$ cat src/rtl/xbar_fabric.sv
`timescale 1ns/1ps
module xbar_fabric #(
  parameter int NM      = 4,
  parameter int NS      = 4,
  parameter int AW      = 32,
  parameter int DW      = 32,
  parameter int PW      = 2,
  parameter int SELW    = 4,
  parameter int FETCH_M = 0,
  parameter int FETCH_S = 0
) (
  input  logic             clk,
  input  logic             rst_n,
  input  logic [NM-1:0]    m_req,
  input  logic [NM*AW-1:0] m_addr,
  input  logic [NM-1:0]    m_we,
  input  logic [NM*DW-1:0] m_wdata,
  input  logic [NM*PW-1:0] m_prio,
  output logic [NM-1:0]    m_wait,
  output logic [NM-1:0]    m_ready,
  output logic [NM-1:0]    m_err,
  output logic [NM*DW-1:0] m_rdata,
  output logic [NS-1:0]    s_sel,
  output logic [NS*AW-1:0] s_addr,
  output logic [NS-1:0]    s_we,
  output logic [NS*DW-1:0] s_wdata,
  input  logic [NS*DW-1:0] s_rdata,
  input  logic [NS-1:0]    s_ready
);
  localparam int IW = (NM > 1) ? $clog2(NM) : 1;
  localparam logic [SELW-1:0] NS_TOP = SELW'(NS);

  logic [SELW-1:0] tgt     [NM];
  logic [NM-1:0]   miss;
  logic [NM-1:0]   cand    [NS];
  logic            own_v   [NS];
  logic [IW-1:0]   own_id  [NS];
  logic [IW-1:0]   last_id [NS];
  logic            win_v   [NS];
  logic [IW-1:0]   win_id  [NS];

  for (genvar m = 0; m < NM; m++) begin : g_dec
    assign tgt[m]  = m_addr[m*AW+AW-1 -: SELW];
    assign miss[m] = m_req[m] && (tgt[m] >= NS_TOP);
  end

  for (genvar s = 0; s < NS; s++) begin : g_port
    for (genvar m = 0; m < NM; m++) begin : g_cand
      assign cand[s][m] = m_req[m] && (tgt[m] == SELW'(s)) && (s != FETCH_S || m == FETCH_M);
    end

    always_comb begin
      logic [IW-1:0] idx;
      logic [PW-1:0] best;
      logic          found;
      found = 1'b0;
      best  = '0;
      idx   = '0;
      win_id[s] = last_id[s];
      for (int k = 1; k <= NM; k++) begin
        idx = IW'((int'(last_id[s]) + k) % NM);
        if (cand[s][idx] && (!found || m_prio[idx*PW +: PW] > best)) begin
          found     = 1'b1;
          best      = m_prio[idx*PW +: PW];
          win_id[s] = idx;
        end
      end
      win_v[s] = found;
    end

    always_ff @(posedge clk or negedge rst_n) begin
      if (!rst_n) begin
        own_v[s]   <= 1'b0;
        own_id[s]  <= '0;
        last_id[s] <= IW'(NM-1);
      end else if (own_v[s]) begin
        if (!s_sel[s] || s_ready[s]) own_v[s] <= 1'b0;
      end else if (win_v[s]) begin
        own_v[s]   <= 1'b1;
        own_id[s]  <= win_id[s];
        last_id[s] <= win_id[s];
      end
    end

    assign s_sel[s]              = own_v[s] && m_req[own_id[s]];
    assign s_we[s]               = s_sel[s] && m_we[own_id[s]];
    assign s_addr[s*AW +: AW]    = m_addr[own_id[s]*AW +: AW];
    assign s_wdata[s*DW +: DW]   = m_wdata[own_id[s]*DW +: DW];
  end

  always_comb begin
    m_ready = '0;
    m_err   = '0;
    m_rdata = '0;
    for (int m = 0; m < NM; m++) begin
      if (miss[m]) begin
        m_ready[m] = 1'b1;
        m_err[m]   = 1'b1;
      end else begin
        for (int s = 0; s < NS; s++) begin
          if (s_sel[s] && own_id[s] == IW'(m) && tgt[m] == SELW'(s)) begin
            m_ready[m]           = s_ready[s];
            m_rdata[m*DW +: DW]  = s_rdata[s*DW +: DW];
          end
        end
      end
    end
  end

  assign m_wait = m_req & ~m_ready;
endmodule


$ cat config.mk
export PLATFORM = sky130hd
export DESIGN_NAME = xbar_fabric
export DESIGN_NICKNAME = d
export VERILOG_FILES = /design/src/rtl/xbar_fabric.sv
export SDC_FILE = /design/constraint.sdc
export NUM_CORES = 1
export LEC_CHECK = 0
export BUFFER_PORTS_ARGS = -buffer_cell sky130_fd_sc_hd__buf_2
export CORE_AREA = 2 2 312 314
export CTS_CLUSTER_DIAMETER = 120
export CTS_CLUSTER_SIZE = 16
export DETAILED_ROUTE_END_ITERATION = 10
export DIE_AREA = 0 0 314 316
export PLACE_DENSITY = 0.33
export SYNTH_ARGS = -nofsm -noshare
export SYNTH_HDL_FRONTEND = slang
export SYNTH_SLANG_ARGS = --single-unit
$ cat constraint.sdc
create_clock -name clk -period 9.21 [get_ports clk]
set_input_delay 1.3815 -clock clk [delete_from_list [all_inputs] [get_ports clk]]
set_output_delay 1.3815 -clock clk [all_outputs]
set_load 0.01 [all_outputs]
==> reports/summary.txt <==
Sequential share of the synthesized area = 3.61%
Compound-Gate Fraction of Synth Area = 23.3%
Syn avg cell area = 9.63 sq um
Commonest cells post-synth = mux4_2 (265), nand2_1 (228), a22oi_1 (197), clkbuf_1 (102), o21ai_0 (44)
Maximum fanout along the worst path = 11
Synth top area share = 47.1%
Cells after Synth = 1316
Min Tclk post-route = 7.44 ns
Final setup fails = 0
Slew headroom = 31.4%
Worst-case reg-to-reg path depth = 23
Clock Latency Late Sink = 0.27 ns
RSZ-0062 raised after global routing = no
Worst Max-Slew Pin Slew = 1.03 ns
Power density over cell area = 212 nW/um^2
Initial Util = 13.2%
CTS Buf Count = 3
Pin count of the biggest net entering global routing = 54
Leakage = 7.73 nW
Most common cell in the netlist = mux4_2
CTS H-tree depth = 1
Global Route Usage Sum = 18.6%
CTS tree = done
Mux contribution to synthesized area = 50.7%
# fillers = 10800
RD Place Congestion = 0.898
Post-cts sizing count = 0
Drt initial violations = 1454
Initial antenna violation count = 35
Register area = 488 sq um
Site Rows = 114
Routed Antenna Nets = 0
Vias in the first global route = 16400
I/O Pins = 810
# port buffers = 809
Flops & latches, synth = 18
Max Root-Sink Buffers = 2
Layout net count = 2428
Mean routed wirelength per cell = 30.0 um
Worst EP arrival = 7.59 ns
Layout Skew = 0.000814 ns
Outcome = finished, final reports clean
MaxCap Viol Count = 0
Clock root cell = clkbuf_16
DIE AREA = 99200 sq um
Mapped Area = 12700 sq um
Hold WC Path Type = register to register
Share of cells above drive strength 1 = 58.5%
EDFF count, synth = 0
Hold-critical path depth = 2
Synth warn = 0
Max-slew violation count = 0
# clock sinks = 18
Peak supply drop = 0.0942 mV
Multi-input logic area = 11600 sq um
Chip Height = 316 um
Post-DR vias/cell = 5.08
Final WL = 98700 um
Req. time, crit path = 9.36 ns
Post-synthesis cell type count = 77
Total core area = 96000 sq um
Mapped Nets = 1740
Yosys top cell by area = mux4_2
Worst-path clk slew = 0.07 ns
Total Neg Setup Slack = 0 ns
Ys async rst share = 100%
First-pass GRT wire length = 133000 um
Remaining DRCs = 0
Hold Buf Count CTS = 0
Main combinational cell family by area after synthesis = multiplexers
CP Launch Type = input pin
Routed vias = 16700
Final hold vios = 0
Max Fclk = 134 MHz
CP Capture Type = register
Dpl hpwl = 78300 um
Synth Flop Type = dfrtp_1
Synth area leaders = mux4_2 (47%), a22oi_1 (12%), nand2_1 (6.8%)
First-pass iteration count of the detailed router = 9
Adder-cell share of the synthesized area = 1.78%
Die Wd = 314 um
Post-Synth XOR/XNOR Area = 0.276%
Critical Setup Path Class = input pin to register
Area Overhead vs Synth = 43.3%
Final core utilization = 18.9%
Total grt overflow = 0
Total setup buffers inserted after CTS = 0
Simple-gate share of the synthesized area = 14.7%
Tcrit/Tclk final = 80.7%
cell type report:
type | count | share of cell area, %
clock buffers | 4 | 0.489
diodes | 14 | 0.193
inverters | 24 | 0.496
repair buffers | 836 | 23.4
well taps | 1276 | 8.80
multi-input cells | 1121 | 63.9
flip-flops and latches | 18 | 2.69
report_power, final:
part	internal, W	switching (W)	total, W	leakage, nW
sequential	0.000124	0.000302	0.000426	0.207
combinational	0.00148	0.00184	0.00332	7.48
clock	0.0000666	0.0000414	0.000108	0.0442
total	0.00167	0.00219	0.00386	7.73
cells in the final DEF (no fill, tap or decap), drive strengths merged, types with 21 or more instances in the layout:
cell type  instances
mux4             266
inv               21
nand2            231
nand3             21
mux2i             25
a22oi            197
nor2b             21
o21ai             47
a21oi             35
nor2              42
a222oi            34
buf              836
worst max-delay path, cell delays in order:
cell and delay, ns:
buf_2 0.27, and3b_1 0.36, nand2_2 0.23, a211oi_1 0.32
or2_2 0.16, nand2_1 0.05, ha_1 0.32, nor2b_1 0.16
o21ai_0 0.45, a31oi_1 0.16, mux4_2 0.48, o21ai_1 0.12
a2bb2oi_1 0.24, ha_1 0.18, nor2b_1 0.14, a2bb2oi_1 0.34
nor2_1 0.15, a211oi_4 0.37, mux2_2 0.39, ha_1 0.30
nor2b_1 0.13, o21ai_0 0.16, o221ai_1 0.21, a2bb2o_4 0.29
xnor2_1 0.13, o21ai_1 0.08
metrics by stage:
step / power (W) / worst slack [ns] / hold WS [ns] / instance area (sq um) / instances
4_1_cts: 0.00391 / 1.79 / 0.646 / 18100 / 3279
3_5_place_dp: 0.00377 / 1.53 / 0.637 / 18000 / 3275
3_3_place_gp: 0.00380 / 1.52 / 0.629 / 18000 / 3275
2_1_floorplan: 0.00233 / 2.42 / 0.555 / 12700 / 1316
5_1_grt: 0.00409 / 1.28 / 0.672 / 18100 / 3282
6_report: 0.00386 / 1.77 / 0.642 / 18200 / 3293
kinds of logic (layout without fill, tap and decap cells):
family | count (synthesis) | count (layout)
XOR/XNOR | 4 | 4
adder cells (fa/ha/maj) | 18 | 18
AND/OR/NAND/NOR | 395 | 395
buffers and inverters | 177 | 864
flip-flops | 18 | 18
other | 0 | 14
multiplexers | 307 | 307
AO/OA/AOI/OAI | 397 | 397
worst paths after layout:
check | start | to | slack [ns]
min reg2reg | own_v[3] | own_id[6] | 0.64
max reg2reg | last_id[0] | own_id[0] | 2.12
min | own_v[3] | own_id[6] | 0.64
max | m_addr[125] | own_id[0] | 1.77
max in group asynchronous | rst_n | own_id[7] | 7.68
min in group asynchronous | rst_n | own_v[0] | 1.10
state kept, by name, summed over array words and instances (netlist names):
register,count
own_id,8
own_v,4
last_id,6
layer usage:
layer	wire length, um	track usage [%]	vias to the layer above
met4	4420	6.76	32
met2	48300	32.1	1036
li1	-	-	6947
met1	36600	22.0	8569
met3	9150	5.10	155
met5	201	0	-
Power figures use the tool's default switching activity.
